==> src/rtl/swc_pkg.sv <==
package swc_pkg;

  typedef enum logic [2:0] {
    ST_RUN      = 3'd0,
    ST_SLEEP    = 3'd1,
    ST_OST_WAIT = 3'd2,
    ST_RESUME   = 3'd3,
    ST_VECTOR   = 3'd4
  } swc_state_e;

  typedef enum logic [1:0] {
    OSC_LF  = 2'b00,
    OSC_XT  = 2'b01,
    OSC_RC  = 2'b10,
    OSC_EXT = 2'b11
  } osc_mode_e;

  // Crystal-type modes need the start-up hold after the oscillator restarts.
  function automatic logic needs_startup(input logic [1:0] mode);
    return (mode == OSC_LF) || (mode == OSC_XT);
  endfunction

  // Terminal count of a start-up timer lasting 'cycles' clocks.
  function automatic int unsigned startup_last(input int unsigned cycles);
    return cycles - 1;
  endfunction

endpackage

==> src/rtl/swc_wake_detect.sv <==
module swc_wake_detect #(
  parameter int unsigned N_IRQ        = 8,
  parameter logic [31:0] WAKE_CAPABLE = 32'h0000_003F
) (
  input  logic [N_IRQ-1:0] irq_flag,
  input  logic [N_IRQ-1:0] irq_en,
  output logic             pend_any,
  output logic             pend_sleep
);

  logic [N_IRQ-1:0] hit;
  logic [N_IRQ-1:0] hit_sleep;

  for (genvar i = 0; i < N_IRQ; i++) begin : g_src
    assign hit[i] = irq_flag[i] & irq_en[i];
    if (WAKE_CAPABLE[i]) begin : g_cap
      assign hit_sleep[i] = hit[i];
    end else begin : g_nocap
      assign hit_sleep[i] = 1'b0;
    end
  end

  assign pend_any   = |hit;
  assign pend_sleep = |hit_sleep;

endmodule

==> src/rtl/swc_ost_timer.sv <==
module swc_ost_timer #(
  parameter int unsigned OST_CYCLES = 1024
) (
  input  logic clk,
  input  logic rst_n,
  input  logic start,
  input  logic active,
  output logic done
);
  import swc_pkg::*;

  localparam int unsigned CNT_W = $clog2(OST_CYCLES) + 1;
  localparam logic [CNT_W-1:0] LAST = CNT_W'(startup_last(OST_CYCLES));

  logic [CNT_W-1:0] cnt_q;

  always_ff @(posedge clk or negedge rst_n) begin
    if (!rst_n)      cnt_q <= '0;
    else if (start)  cnt_q <= '0;
    else if (active) cnt_q <= cnt_q + 1'b1;
  end

  assign done = active && (cnt_q == LAST);

  AST_OST_NO_OVERFLOW: assert property (@(posedge clk) disable iff (!rst_n)
    active |-> (cnt_q <= LAST));

endmodule

==> src/rtl/swc_status.sv <==
module swc_status (
  input  logic clk,
  input  logic rst_n,
  input  logic sleep_ok,
  input  logic wdt_to,
  output logic stat_to,
  output logic stat_pd
);

  always_ff @(posedge clk or negedge rst_n) begin
    if (!rst_n) begin
      stat_to <= 1'b1;
      stat_pd <= 1'b1;
    end else begin
      if (wdt_to)        stat_to <= 1'b0;
      else if (sleep_ok) stat_to <= 1'b1;
      if (sleep_ok)      stat_pd <= 1'b0;
    end
  end

  AST_TO_FALL_CAUSE: assert property (@(posedge clk) disable iff (!rst_n)
    $fell(stat_to) |-> $past(wdt_to));

endmodule

==> src/rtl/sleep_wake_ctrl.sv <==
module sleep_wake_ctrl #(
  parameter int unsigned N_IRQ        = 8,
  parameter logic [31:0] WAKE_CAPABLE = 32'h0000_003F,
  parameter int unsigned OST_CYCLES   = 1024
) (
  input  logic             clk,
  input  logic             rst_n,
  input  logic             sleep_exec,
  input  logic             ext_rst_req,
  input  logic             wdt_timeout,
  input  logic [N_IRQ-1:0] irq_flag,
  input  logic [N_IRQ-1:0] irq_en,
  input  logic             glob_int_dis,
  input  logic [1:0]       osc_mode,
  output logic             osc_en,
  output logic             core_run,
  output logic             wdt_clr,
  output logic             stat_to,
  output logic             stat_pd,
  output logic             core_reset,
  output logic             resume_pulse,
  output logic             branch_vec
);
  import swc_pkg::*;

  swc_state_e state_q, state_d;
  logic cause_rst_q, cause_rst_d;
  logic rst_pulse_q, rst_pulse_d;
  logic clr_pulse_q, clr_pulse_d;
  logic sleep_ok, ost_start, ost_done;
  logic pend_any, pend_sleep;
  logic rst_evt;

  assign rst_evt = ext_rst_req | wdt_timeout;

  swc_wake_detect #(.N_IRQ(N_IRQ), .WAKE_CAPABLE(WAKE_CAPABLE)) u_wake (
    .irq_flag   (irq_flag),
    .irq_en     (irq_en),
    .pend_any   (pend_any),
    .pend_sleep (pend_sleep)
  );

  swc_ost_timer #(.OST_CYCLES(OST_CYCLES)) u_ost (
    .clk    (clk),
    .rst_n  (rst_n),
    .start  (ost_start),
    .active (state_q == ST_OST_WAIT),
    .done   (ost_done)
  );

  swc_status u_status (
    .clk      (clk),
    .rst_n    (rst_n),
    .sleep_ok (sleep_ok),
    .wdt_to   (wdt_timeout),
    .stat_to  (stat_to),
    .stat_pd  (stat_pd)
  );

  always_comb begin
    state_d     = state_q;
    cause_rst_d = cause_rst_q;
    rst_pulse_d = 1'b0;
    clr_pulse_d = 1'b0;
    sleep_ok    = 1'b0;
    ost_start   = 1'b0;
    unique case (state_q)
      ST_RUN: begin
        if (rst_evt) begin
          rst_pulse_d = 1'b1;
        end else if (sleep_exec) begin
          sleep_ok    = 1'b1;
          clr_pulse_d = 1'b1;
          state_d     = pend_any ? ST_RESUME : ST_SLEEP;
        end
      end
      ST_SLEEP: begin
        if (rst_evt || pend_sleep) begin
          clr_pulse_d = 1'b1;
          cause_rst_d = rst_evt;
          if (needs_startup(osc_mode)) begin
            ost_start = 1'b1;
            state_d   = ST_OST_WAIT;
          end else if (rst_evt) begin
            rst_pulse_d = 1'b1;
            state_d     = ST_RUN;
          end else begin
            state_d = ST_RESUME;
          end
        end
      end
      ST_OST_WAIT: begin
        cause_rst_d = cause_rst_q | rst_evt;
        if (ost_done) begin
          if (cause_rst_d) begin
            rst_pulse_d = 1'b1;
            state_d     = ST_RUN;
          end else begin
            state_d = ST_RESUME;
          end
        end
      end
      ST_RESUME: begin
        if (rst_evt) begin
          rst_pulse_d = 1'b1;
          state_d     = ST_RUN;
        end else begin
          state_d = glob_int_dis ? ST_RUN : ST_VECTOR;
        end
      end
      ST_VECTOR: begin
        rst_pulse_d = rst_evt;
        state_d     = ST_RUN;
      end
      default: state_d = ST_RUN;
    endcase
  end

  always_ff @(posedge clk or negedge rst_n) begin
    if (!rst_n) begin
      state_q     <= ST_RUN;
      cause_rst_q <= 1'b0;
      rst_pulse_q <= 1'b0;
      clr_pulse_q <= 1'b0;
    end else begin
      state_q     <= state_d;
      cause_rst_q <= cause_rst_d;
      rst_pulse_q <= rst_pulse_d;
      clr_pulse_q <= clr_pulse_d;
    end
  end

  assign osc_en       = (state_q != ST_SLEEP);
  assign core_run     = (state_q == ST_RUN) || (state_q == ST_RESUME) || (state_q == ST_VECTOR);
  assign wdt_clr      = clr_pulse_q;
  assign core_reset   = rst_pulse_q;
  assign resume_pulse = (state_q == ST_RESUME);
  assign branch_vec   = (state_q == ST_VECTOR);

  AST_SLEEP_ENTRY: assert property (@(posedge clk) disable iff (!rst_n)
    (state_q == ST_RUN && sleep_exec && !rst_evt) |=> (!stat_pd && stat_to && wdt_clr));
  AST_NO_SPURIOUS_WAKE: assert property (@(posedge clk) disable iff (!rst_n)
    (state_q == ST_SLEEP && !pend_sleep && !rst_evt) |=> (state_q == ST_SLEEP && !core_run));
  AST_OST_HOLD: assert property (@(posedge clk) disable iff (!rst_n)
    (state_q == ST_OST_WAIT && !ost_done) |=> (state_q == ST_OST_WAIT && osc_en && !core_run));
  AST_WAKE_CLEARS_WDT: assert property (@(posedge clk) disable iff (!rst_n)
    ($past(state_q) == ST_SLEEP && state_q != ST_SLEEP) |-> wdt_clr);
  AST_VECTOR_ORDER: assert property (@(posedge clk) disable iff (!rst_n)
    branch_vec |-> ($past(state_q) == ST_RESUME && !$past(glob_int_dis)));
  AST_ONE_EXIT: assert property (@(posedge clk) disable iff (!rst_n)
    $onehot0({core_reset, resume_pulse, branch_vec}));

endmodule

==> config.mk <==
export PLATFORM = sky130hd
export DESIGN_NAME = sleep_wake_ctrl
export DESIGN_NICKNAME = d
export VERILOG_FILES = /design/src/rtl/swc_pkg.sv /design/src/rtl/swc_wake_detect.sv /design/src/rtl/swc_ost_timer.sv /design/src/rtl/swc_status.sv /design/src/rtl/sleep_wake_ctrl.sv
export SDC_FILE = /design/constraint.sdc
export NUM_CORES = 1
export LEC_CHECK = 0
export CELL_PAD_IN_SITES_DETAIL_PLACEMENT = 0
export CELL_PAD_IN_SITES_GLOBAL_PLACEMENT = 1
export CORE_ASPECT_RATIO = 1.25
export CORE_MARGIN = 2
export CORE_UTILIZATION = 39
export CTS_BUF_LIST = sky130_fd_sc_hd__clkbuf_4
export DETAILED_ROUTE_END_ITERATION = 8
export GPL_TIMING_DRIVEN = 0
export PLACE_DENSITY_LB_ADDON = 0.1
export SLEW_MARGIN = 20
export SYNTH_ARGS = -nofsm -noshare
export SYNTH_HDL_FRONTEND = slang
export SYNTH_HIERARCHICAL = 1
export SYNTH_SLANG_ARGS = --single-unit
export TNS_END_PERCENT = 10
==> constraint.sdc <==
create_clock -name clk -period 4.2 [get_ports clk]
set_clock_uncertainty 0.1 [all_clocks]
set_input_delay 0.84 -clock clk [delete_from_list [all_inputs] [get_ports clk]]
set_output_delay 0.84 -clock clk [all_outputs]
set_load 0.02 [all_outputs]
### Word-level counts from Yosys, hierarchy flattened

Index checks and enable logic that the tools add are counted.

* bits in registers: 19
* logic and storage cells: 75
* output and inout port bits: 8
* input bits: 24

* mux-type cells: 31
* $add $sub $neg: 1
* reduce and logical (&&, ||, !) cells: 15
* bitwise operators: 10
* equality and inequality tests: 11

Operators with widths (count)
* 11-bit 2-to-1 mux: 2
* 3-bit 2-to-1 mux: 6
* 1-bit 2-to-1 mux: 15
* 3-bit one-hot mux with 4 select lines: 1
* 11-bit by 1-bit adder with 11-bit output (second input constant): 1
* 11-bit by 10-bit == test with 1-bit output (second input constant): 1
* 1-bit AND: 8
* 2-bit 2-to-1 mux: 4
* 2-bit inequality test (second input constant): 4
* 8-bit OR reduction: 1
* 3-bit by 2-bit == test with 1-bit output (second input constant): 2
* 2-bit nonzero test: 3
* 6-bit OR reduction: 1
* 1-bit logical OR: 4
* 1-bit one-hot mux with 2 select lines: 2
* 1-bit one-hot mux with 4 select lines: 1
* 4-bit AND reduction: 1
* 3-bit by 1-bit == test with 1-bit output (second input constant): 1
* 3-bit == test (second input constant): 1
* 3-bit logical NOT: 1
* 3-bit by 1-bit inequality test with 1-bit output (second input constant): 1
* 2-bit by 1-bit == test with 1-bit output (second input constant): 1
* 2-bit logical NOT: 1
* 1-bit OR: 2
* 3 further kinds: 3

### Longest topological paths before layout

* depth in word-level cells: 6
* mapped depth: 7
* depth with buffers taken out: 7

### Modules after synthesis

The synthesis kept the hierarchy.

Modules (own cells, without submodules)
* swc_ost_timer: seq. area each 275.3 sq um, cells an instance 56, times used 1, area each 564.3 sq um
* sleep_wake_ctrl: seq. area each 150.1 sq um, cells an instance 54, times used 1, area each 452.9 sq um
* swc_status: seq. area each 52.6 sq um, cells an instance 4, times used 1, area each 68.8 sq um
* swc_wake_detect: seq. area each 0.0 sq um, cells an instance 6, times used 1, area each 41.3 sq um

### Worst setup path after synthesis

Ideal clock, no wire load.

* path type: in2reg
* from: in irq_flag[0]
* to: reg u_ost.cnt_q[9]
* data required time: 3975 ps
* path buffers: 0
* cell stages on the path: 7
* arrival time: 2272 ps
* path slack: 1704 ps
* cell sequence: a22oi_1 -> nand3_1 -> nor2_1 -> nor3_1 -> o211ai_1 -> nor4_1 -> mux2_2

* word-level cells in the longest chain between the ends: 6
* elaborated cells on any way between the ends: 7
* those cells by class: 3 x mux; 1 x bitwise; 3 x reduce/logical

Ends and longest elaborated chain
* from (decl): line sleep_wake_ctrl.sv:11 `input logic [N_IRQ-1:0] irq_flag,`
* 1-bit AND (*): line swc_wake_detect.sv:15 `assign hit[i] = irq_flag[i] & irq_en[i];`
* 6-bit OR reduction (*): line swc_wake_detect.sv:24 `assign pend_sleep = |hit_sleep;`
* net pend_sleep: line sleep_wake_ctrl.sv:31 `logic pend_any, pend_sleep;`
* 1-bit logical OR (*): line sleep_wake_ctrl.sv:78 `if (rst_evt || pend_sleep) begin`
* 1-bit 2-to-1 mux (*): line sleep_wake_ctrl.sv:78
* 1-bit 2-to-1 mux (*): line sleep_wake_ctrl.sv:67 `unique case (state_q)`
* net ost_start: line sleep_wake_ctrl.sv:30 `logic sleep_ok, ost_start, ost_done;`
* 11-bit 2-to-1 mux or 2-bit nonzero test (tied branches)
* to (signal assigned): line swc_ost_timer.sv:20 `else if (active) cnt_q <= cnt_q + 1'b1;`
* to (decl): line swc_ost_timer.sv:15 `logic [CNT_W-1:0] cnt_q;`

Mark *: on every way through the listed nets, which the timed path passes. The rest lies on a longest branch.
A chain may end at the register's enable or synchronous reset.

### Final worst setup path

* from: in wdt_timeout
* to: reg u_ost.cnt_q[9]

* word-level cells in the longest chain between the ends: 5
* elaborated cells on any way between the ends: 6
* those cells by class: 3 x mux; 1 x bitwise; 2 x reduce/logical

Ends and longest elaborated chain
* from (decl): line sleep_wake_ctrl.sv:10 `input logic wdt_timeout,`
* 1-bit OR (*): line sleep_wake_ctrl.sv:34 `assign rst_evt = ext_rst_req | wdt_timeout;`
* 1-bit logical OR (*): line sleep_wake_ctrl.sv:78
* 1-bit 2-to-1 mux (*): line sleep_wake_ctrl.sv:78
* 1-bit 2-to-1 mux (*): line sleep_wake_ctrl.sv:67
* net ost_start: line sleep_wake_ctrl.sv:30
* 11-bit 2-to-1 mux or 2-bit nonzero test (tied branches)

Marks and branches as above.

==> results_dict.tcl <==
set metrics [dict create \
    ctsResizeCount 0 \
    clock_latency_ns 0.29 \
    yosysTopAreaCell "dfrtp_1" \
    layout-drive-gt1-share_pct 12.3 \
    max_freq_ghz 0.320 \
    max_cap_viol_count 0 \
    hp-start "u_status/stat_pd$_DFFE_PN1P_" \
    grt_pass1_wl_um 4660 \
    syn_area_um2 1130 \
    drtPass1Iterations 4 \
    period_minus_slack_ns 3.12 \
    pwr-share-seq_pct 38.2 \
    die_h_um 64.1 \
    ys.warnings.count 6 \
    final_cell_mix "clkdlybuf4s50_1, dfrtp_1, nor2_1" \
    fin_setup_tns_ns 0 \
    die_w_um 52.1 \
    cts_setup_buffers 0 \
    use_met2_pct 32.8 \
    antenna_found_initial 0 \
    num_rows 21 \
    cp-start-kind "input pin" \
    r2r-end "u_ost/cnt_q[9]$_DFFE_PN0P_" \
    synthTopCellsByArea "dfrtp_1, dfstp_2, a22oi_1" \
    final_nets 180 \
    critPathMaxFanout 7 \
    rsz0062_at_grt "no" \
    drt_iter0_markers 21 \
    hold_depth 1 \
    track_usage_pct 18.6 \
    finish.utilization_pct 55.3 \
    cts_buffers 3 \
    wire_per_inst_um 14.0 \
    coreArea_um2 2710 \
    synth_top_area_share_pct 37.7 \
    synth.distinct_cells 45 \
    use_met3_pct 3.27 \
    numPortBuffers 30 \
    routed_wl_um 2640 \
    detail-route-antenna-nets 0 \
    fillers 268 \
    top_usage_layer "met2" \
    cts_root_buffer "clkbuf_4" \
    grt_pass1_vias 1090 \
    synth_nets 145 \
    place_ws_ns 0.803 \
    syn_inst 120 \
    hold-path-endpoint "u_status/stat_pd$_DFFE_PN1P_" \
    diodes 0 \
    p_switching_w 0.000287 \
    outcome "complete, no violations" \
    crit-reg2reg-launch "state_q[2]$_DFFE_PN0P_" \
    fin_crit_sh_pct 74.4 \
    initial_core_util_pct 41.7 \
    swShare_pct 40.1 \
    ys_seq_area_share_pct 42.4 \
    end_kind "flop" \
    synth_edf_count 0 \
    required_ns 4.29 \
    grt_start_max_net_pins 20 \
    worstSetupPathType "in2reg" \
    clock_path_buffers 2 \
    dpl_cell_area_um2 1470 \
    overflow 0 \
    syn_avg_cell_area_um2 9.39 \
    stdcell_area_um2 1500 \
    synthArstFlopShare_pct 100 \
    hold_viol_final 0 \
    via_per_inst 5.71 \
    r2r_slack_ns 1.56 \
    syn2layout_area_growth_pct 32.9 \
    arrival_ns 3.21 \
    cts_sinks 19 \
    synth_ff_type "dfrtp_1" \
    p_per_area_nw_per_um2 478 \
    gr-usage-met1_pct 22.1 \
    gp_congestion 0.874 \
    htree_levels 1 \
    pwr-share-clk_pct 12.9 \
    via_count 1074 \
    clkTransAtPathRegs_ns 0.11 \
    cts_tree "built" \
    worst_slack_ns 1.08 \
    hpwl_um 2080 \
    max_slew_margin_pct 41.4 \
    finalSetupViolCount 0 \
    reg2reg_depth 7 \
    max-vdd-ir-drop_mv 0.316 \
    ios 32 \
    worst-slew-pin-transition_ns 0.876 \
    cts_hold_buf 0 \
    final_common_cell "clkdlybuf4s50_1" \
    hold_class "reg2reg" \
    cellInternalPower_w 0.000429 \
    leakagePower_nw 0.597 \
    slew_viol_final 0 \
    synth_seq_cells 19 \
    combPwrFrac_pct 48.9 \
    dieArea_um2 3340 \
    drc_errors 0 \
]
[worst max-delay path by stage]
stage                                 endpoint  slack, ns         from
floorplan           u_ost/cnt_q[9]$_DFFE_PN0P_       1.70  irq_flag[0]
global placement    u_ost/cnt_q[9]$_DFFE_PN0P_       0.82  wdt_timeout
detailed placement  u_ost/cnt_q[9]$_DFFE_PN0P_       0.80  wdt_timeout
CTS                 u_ost/cnt_q[9]$_DFFE_PN0P_       1.11  wdt_timeout
global route        u_ost/cnt_q[9]$_DFFE_PN0P_       0.89  wdt_timeout
finish              u_ost/cnt_q[9]$_DFFE_PN0P_       1.08  wdt_timeout
[cell usage after synthesis, drive strengths merged (2+ instances only)]
master and n:
or2 3, nor3b 2, inv 7, buf 4, nor2b 4, nor2 10
o21ai 5, or4 3, o31ai 4, xnor2 2, xor2 2, nor4 3
nand4 4, nand2 5, a32oi 2, o31a 2, a22oi 5, a21oi 7
dfrtp 17, nand3 3, nor3 4, or3 3, dfstp 2, clkbuf 2
[stage by stage]
stage | total power, W | std cells | hold WS (ns)
final | 0.000716 | 188 | 0.390
after global routing | 0.000772 | 188 | 0.403
after CTS | 0.000724 | 188 | 0.393
after detailed placement | 0.000628 | 184 | 0.378
after global placement | 0.000625 | 184 | 0.373
after floorplan | 0.000504 | 120 | 0.418
[power by group through the flow]
| stage | Combinational (W) | Clock [W] | Sequential (W) |
|---|---|---|---|
| after floorplan | 0.000224 | 0 | 0.000281 |
| after global placement | 0.000351 | 0 | 0.000274 |
| after detailed placement | 0.000351 | 0 | 0.000277 |
| after CTS | 0.000354 | 0.0000970 | 0.000273 |
| after global routing | 0.000388 | 0.000105 | 0.000279 |
| final | 0.000351 | 0.0000924 | 0.000274 |
[registers in the layout, indices dropped and copies added, names as in the netlist]
register,flops
u_ost/cnt_q,11
state_q,3
cause_rst_q,1
core_reset,1
u_status/stat_pd,1
u_status/stat_to,1
wdt_clr,1
[critical path, stage by stage]
cell and delay, ns:
clkdlybuf4s50_1 0.59, or2_1 0.14, clkbuf_2 0.17, nor2_1 0.08, nor3_1 0.46, o211ai_1 0.29
nor4_1 0.27, mux2_2 0.37
[routing by layer]
layer,wire length (um),vias up
met3,154,4
met4,31,0
met1,1050,518
li1,-,515
met2,1400,37
met5,0,-
[area by class of cell]
cell class                 instances  area, um^2  share of cell area (%)
timing repair buffer              30         300                    20.1
inverter                           7        26.3                    1.75
clock inverter                     1        5.00                   0.334
clock buffer                       3        22.5                    1.50
tap                               34        42.5                    2.84
sequential                        19         478                    31.9
buffer                             6        33.8                    2.26
multi-input combinational         88         589                    39.3
[kinds of logic (layout without fill, tap and decap cells)]
group                    count (synthesis)  count (layout)  share of synthesized area (%)
AO/OA/AOI/OAI                           34              34                           23.1
XOR/XNOR                                 4               4                           3.11
adder cells (fa/ha/maj)                  1               1                           1.11
buffers and inverters                   13              47                           5.33
flip-flops                              19              19                           42.4
multiplexers                             2               2                           1.89
AND/OR/NAND/NOR                         47              47                           23.1
(Power assumes the default switching activity.)
